==> src/rtl/irq_moderator_pkg.sv <==
package irq_moderator_pkg;
  typedef enum logic [2:0] {
    SEL_RX_PKT   = 3'd0,
    SEL_RX_ABS   = 3'd1,
    SEL_TX_PKT   = 3'd2,
    SEL_TX_ABS   = 3'd3,
    SEL_THROTTLE = 3'd4,
    SEL_MASK     = 3'd5
  } reg_sel_e;

  localparam int NUM_TIMERS = 4;
endpackage

==> src/rtl/unit_prescaler.sv <==
module unit_prescaler #(
  parameter int DIV = 128
) (
  input  logic clk,
  input  logic rst_n,
  output logic unit_tick
);
  localparam int CW = (DIV > 1) ? $clog2(DIV) : 1;
  localparam logic [CW-1:0] LAST = CW'(DIV - 1);

  logic [CW-1:0] cnt_q;

  always_ff @(posedge clk) begin
    if (!rst_n)              cnt_q <= '0;
    else if (cnt_q == LAST)  cnt_q <= '0;
    else                     cnt_q <= cnt_q + 1'b1;
  end

  assign unit_tick = (cnt_q == LAST);
endmodule

==> src/rtl/delay_timer.sv <==
module delay_timer #(
  parameter int TW      = 16,
  parameter bit RESTART = 1'b1
) (
  input  logic          clk,
  input  logic          rst_n,
  input  logic          unit_tick,
  input  logic [TW-1:0] limit,
  input  logic          arm,
  output logic          expire
);
  logic          active_q;
  logic [TW-1:0] rem_q;
  logic          load;

  // a per-packet cell reloads on every arm, an absolute cell only when idle
  assign load = arm && (RESTART || !active_q);

  always_ff @(posedge clk) begin
    if (!rst_n) begin
      active_q <= 1'b0;
      rem_q    <= '0;
    end else if (limit == '0) begin
      active_q <= 1'b0;
    end else if (load) begin
      active_q <= 1'b1;
      rem_q    <= limit;
    end else if (active_q && unit_tick) begin
      if (rem_q == TW'(1)) active_q <= 1'b0;
      else                 rem_q    <= rem_q - 1'b1;
    end
  end

  assign expire = active_q && unit_tick && (rem_q == TW'(1)) &&
                  (limit != '0) && !load;
endmodule

==> src/rtl/irq_throttle.sv <==
module irq_throttle #(
  parameter int TW = 16
) (
  input  logic          clk,
  input  logic          rst_n,
  input  logic          unit_tick,
  input  logic [TW-1:0] interval,
  input  logic          pend_next,
  input  logic          imm,
  output logic          irq
);
  logic [TW-1:0] hold_q;
  logic          busy;
  logic          irq_d;

  assign busy  = (hold_q != '0);
  assign irq_d = pend_next && (irq || imm || !busy);

  always_ff @(posedge clk) begin
    if (!rst_n) begin
      irq    <= 1'b0;
      hold_q <= '0;
    end else begin
      irq <= irq_d;
      if (irq_d && !irq)      hold_q <= interval;
      else if (unit_tick && busy) hold_q <= hold_q - 1'b1;
    end
  end
endmodule

==> src/rtl/irq_moderator.sv <==
module irq_moderator
  import irq_moderator_pkg::*;
#(
  parameter int NCAUSE   = 8,
  parameter int TW       = 16,
  parameter int TICK_DIV = 128,
  parameter int RX_CAUSE = 7,
  parameter int TX_CAUSE = 0
) (
  input  logic              clk,
  input  logic              rst_n,
  input  logic              post_valid,
  input  logic [NCAUSE-1:0] post_bits,
  input  logic              post_now,
  input  logic              rx_event,
  input  logic              tx_event,
  input  logic              reg_wr,
  input  logic [2:0]        reg_sel,
  input  logic [TW-1:0]     reg_wdata,
  input  logic              cause_rd,
  output logic [NCAUSE-1:0] cause_rd_data,
  output logic              irq,
  output logic              rx_wb_flush,
  output logic              tx_wb_flush
);
  logic                  unit_tick;
  logic [TW-1:0]         lim_q [NUM_TIMERS];
  logic [TW-1:0]         thr_interval;
  logic [NCAUSE-1:0]     mask_q, mask_next;
  logic [NCAUSE-1:0]     cause_q, cause_next;
  logic [NCAUSE-1:0]     timer_bits, in_bits;
  logic [NUM_TIMERS-1:0] fire;
  logic                  rx_fire, tx_fire;
  logic                  pend_next;

  unit_prescaler #(.DIV(TICK_DIV)) u_pre (
    .clk(clk), .rst_n(rst_n), .unit_tick(unit_tick)
  );

  // timers 0,1 follow rx_event; 2,3 follow tx_event; even index restarts
  for (genvar g = 0; g < NUM_TIMERS; g++) begin : g_tmr
    localparam bit IS_PKT = ((g % 2) == 0);
    logic arm_g;
    if (g < 2) begin : g_rx
      assign arm_g = rx_event;
    end else begin : g_tx
      assign arm_g = tx_event;
    end
    delay_timer #(.TW(TW), .RESTART(IS_PKT)) u_tmr (
      .clk(clk), .rst_n(rst_n), .unit_tick(unit_tick),
      .limit(lim_q[g]), .arm(arm_g), .expire(fire[g])
    );
  end

  assign rx_fire = fire[0] | fire[1];
  assign tx_fire = fire[2] | fire[3];

  always_ff @(posedge clk) begin
    if (!rst_n) begin
      for (int i = 0; i < NUM_TIMERS; i++) lim_q[i] <= '0;
      thr_interval <= '0;
    end else if (reg_wr) begin
      for (int i = 0; i < NUM_TIMERS; i++)
        if (reg_sel == 3'(i)) lim_q[i] <= reg_wdata;
      if (reg_sel == SEL_THROTTLE) thr_interval <= reg_wdata;
    end
  end

  always_comb begin
    timer_bits           = '0;
    timer_bits[RX_CAUSE] = rx_fire;
    timer_bits[TX_CAUSE] = timer_bits[TX_CAUSE] | tx_fire;
  end

  assign in_bits    = (post_valid ? post_bits : '0) | timer_bits;
  assign cause_next = (cause_rd ? '0 : cause_q) | in_bits;
  assign mask_next  = (reg_wr && reg_sel == SEL_MASK) ? reg_wdata[NCAUSE-1:0] : mask_q;
  assign pend_next  = |(cause_next & mask_next);

  always_ff @(posedge clk) begin
    if (!rst_n) begin
      cause_q     <= '0;
      mask_q      <= '0;
      rx_wb_flush <= 1'b0;
      tx_wb_flush <= 1'b0;
    end else begin
      cause_q     <= cause_next;
      mask_q      <= mask_next;
      rx_wb_flush <= rx_fire;
      tx_wb_flush <= tx_fire;
    end
  end

  irq_throttle #(.TW(TW)) u_thr (
    .clk(clk), .rst_n(rst_n), .unit_tick(unit_tick),
    .interval(thr_interval), .pend_next(pend_next),
    .imm(post_valid && post_now), .irq(irq)
  );

  assign cause_rd_data = cause_q;
endmodule

==> config.mk <==
export PLATFORM = sky130hd
export DESIGN_NAME = irq_moderator
export DESIGN_NICKNAME = d
export VERILOG_FILES = /design/src/rtl/irq_moderator_pkg.sv /design/src/rtl/unit_prescaler.sv /design/src/rtl/delay_timer.sv /design/src/rtl/irq_throttle.sv /design/src/rtl/irq_moderator.sv
export SDC_FILE = /design/constraint.sdc
export NUM_CORES = 1
export LEC_CHECK = 0
export CORE_MARGIN = 2
export CORE_UTILIZATION = 30
export CTS_BUF_LIST = sky130_fd_sc_hd__clkbuf_4 sky130_fd_sc_hd__clkbuf_8
export CTS_CLUSTER_DIAMETER = 100
export DETAILED_ROUTE_END_ITERATION = 8
export GPL_TIMING_DRIVEN = 0
export RECOVER_POWER = 25
export SLEW_MARGIN = 15
export SYNTH_ARGS = -nofsm -noshare
export SYNTH_HDL_FRONTEND = slang
export SYNTH_HIERARCHICAL = 1
export SYNTH_SLANG_ARGS = --single-unit
==> constraint.sdc <==
create_clock -name clk -period 4.7 [get_ports clk]
set_input_delay 0.47 -clock clk [delete_from_list [all_inputs] [get_ports clk]]
set_output_delay 0.47 -clock clk [all_outputs]
set_load 0.01 [all_outputs]
==> reports/results.ini <==
[logic_synthesis]
synth-adder-area-share_pct = 1.272
synth-edff-count = 64
synth_seq_area_share_pct = 45.19
synth_mux_area_share_pct = 1.170
synth.avg_cell_area_um2 = 9.141
syn_inst = 1076
ys_types = 81
syn_nets = 1121
async_flop_share_pct = 0
synth-seq-cells = 190
synthXorXnorAreaFrac_pct = 1.069
netlist_area_um2 = 9836
yosysWarnings = 6
synth_top_family_by_area = simple AND/OR/NAND/NOR gates
synth_ff_type = dfxtp_1
synthSimpleGateAreaFrac_pct = 26.94
synth_compound_area_share_pct = 20.06

[critical_path]
crit_fanout = 10
crit_required_ps = 5060
critPathCaptureType = register
start_kind = register
path_class = register to register
r2r_setup_slack_ps = 720
arrival_ps = 4330

[floorplanning]
die_x_um = 185.1
die_h_um = 185.1
core_area_um2 = 32370
initial_core_util_pct = 30.38
die-area_um2 = 34250
ioPinCount = 46
rows = 66

[timing]
min_period_ps = 3977
setup-tns-final_ps = 0
skew_ps = 18.18
slew_headroom_pct = -39.60
period_share_pct = 84.62
slew_viol_final = 48
finalHoldViolations = 0
rsz0062_at_grt = false
whs_ps = 344.1
fmax_ghz = 0.2514
fin_ws_ps = 722.7
setup_viol = 0
tightest_slew_ps = 2072

[power_and_ir_drop]
p_leak_nw = 3.873
vdd_drop_max_uv = 145.7
power_w = 0.004136
powerDensity_nw_per_um2 = 367.0

[grt]
antenna_found_initial = 0
grt_pass1_wl_mm = 42.32
grtUsageTotal_pct = 15.65
grt_remaining_overflow = 0
grt_max_degree = 31
grt_pass1_vias = 7860

[routing]
route.vias.total = 8222
drtIter0Drc = 588
finalWirelength_mm = 26.15
wl_per_cell_um = 16.40
dr.pass1.iters = 4
ant_nets = 0
drc_errors = 0
via_per_inst = 5.158

[clocking]
cts_sinks = 190
postCtsSetupBuffers = 0
ctsHoldBuffers = 0
cts.repair.resized = 0
cts_buffer_depth = 2
cts_tree = yes
htree_levels = 4
numCtsBuffers = 17
root_buffer = clkbuf_8
clkLatencyLatePin_ps = 470
clk_pin_slew_ps = 100

[layout]
layout_commonest_cell = nand2_1
fill_cells = 3417
multi_input_area_um2 = 4987
layout_common_cells = nand2_1, dfxtp_1, nor2_1
num_antenna_cells = 0
drive_gt1_share_pct = 9.809
area_growth_pct = 14.57
final_core_util_pct = 34.81
fin_nets = 1184
seq_area_um2 = 4444

[place]
dp_slack_ps = 421.7
gp_congestion = 0.8405
port_buffers = 44
dp_hpwl_mm = 18.51

[outcome]
outcome = finished with violations
violations = capacitance limit, slew limit

[hold_path]
hold_class = input pin to register

[flow_run]
maxCapViolations = 2

[report_power, final]
part	total, W	internal [W]	switching (W)
Sequential	0.00195	0.00183	0.000128
Combinational	0.00102	0.000418	0.000597
Clock	0.00117	0.000505	0.000662
[per-layer routing]
layer | GRT usage [%] | wire, um | share of wire (%) | vias up
li1 | - | - | - | 4063
met1 | 21.29 | 12270 | 47 | 3911
met2 | 24.96 | 12010 | 46 | 217
met3 | 2.989 | 1312 | 5.0 | 31
met4 | 5.079 | 555 | 2.1 | 0
met5 | 0 | 0 | 0 | -
[area by class of cell]
cell class | instances | area share [%]
Buffer | 67 | 3.020
Tap cell | 442 | 4.908
Multi-Input combinational cell | 797 | 44.26
Clock inverter | 15 | 1.710
Inverter | 22 | 0.7328
Timing Repair Buffer | 44 | 3.853
Clock buffer | 17 | 2.076
Sequential cell | 190 | 39.44
[worst max-delay path, stage by stage, from the launching register on]
cell,delay (ps)
dfxtp_1,360
ha_1,210
nand3_2,130
nor2_2,570
nand2_1,240
nor3_1,600
a211o_1,180
a21oi_1,50
o22ai_1,200
nor2_1,70
nand2_1,110
nor2b_1,340
and2_1,250
a31oi_4,50
buf_2,230
o21ai_1,200
a21oi_1,60
[cells by family (layout without fill, tap and decap cells)]
logic type / after synthesis / in the layout
xor gates and xnor gates: 12 / 12
DFF: 190 / 190
buffers and inverters: 89 / 165
AOI/OAI and AO/OA: 295 / 295
and+or+nand+nor: 469 / 469
adders and majority gates: 10 / 10
muxes: 11 / 11
[synth_stat cells (all sizes together), types with 5 or more instances]
cell type    n  area (um^2)
or4         10        96.34
o22ai       14        93.84
o41ai        6        52.55
o21ai       63        315.3
a211o        6        52.55
and2b        6        46.30
a31oi        8        65.06
edfxtp      64         1922
xnor2        9        78.83
o31ai       22        165.2
nand2      140        525.5
a21oi       61        305.3
nand4        7        56.30
inv         22        82.58
and2        68        425.4
nor3        26        180.2
clkbuf      41        153.9
nor2b       13        81.33
a21o        14        105.1
or2          7        43.80
nor4        40        352.8
o211ai      31        242.7
nand3       20        105.1
mux2i       10        100.1
ha          10        125.1
or3         13        96.34
o21a         5        37.54
nor2        80        317.8
nand2b       7        43.79
a22oi       14        105.1
dfxtp      126         2522
and4         6        57.55
buf         26        186.4
nor3b        7        52.55
a21boi      33        259.0
[flip-flops by register name, indices dropped and copies added, names as in the netlist]
name	cells
cause_rd_data	8
lim_q	64
mask_q	8
thr_interval	16
u_thr/hold_q	16
g_tmr.u_tmr/rem_q	64
u_pre/cnt_q	7
tx_wb_flush	1
g_tmr.u_tmr/active_q	4
rx_wb_flush	1
u_thr/irq	1
[final timing paths]
path / start / end / cells past startpoint
worst max register to register: u_pre/cnt_q[0] / u_thr/hold_q[10] / 16
worst min-delay path: post_valid / cause_rd_data[5] / 3
worst max-delay path: u_pre/cnt_q[0] / u_thr/hold_q[10] / 16
worst min register to register: u_pre/cnt_q[0] / u_pre/cnt_q[0] / 1
[stage by stage]
| stage | instance area, um^2 | cells |
|---|---|---|
| finish | 11270 | 1594 |
| detailed placement | 10850 | 1562 |
| floorplan | 9836 | 1076 |
| global placement | 10830 | 1562 |
| global route | 11270 | 1594 |
| CTS | 11280 | 1594 |
Power figures use the tool's default switching activity.
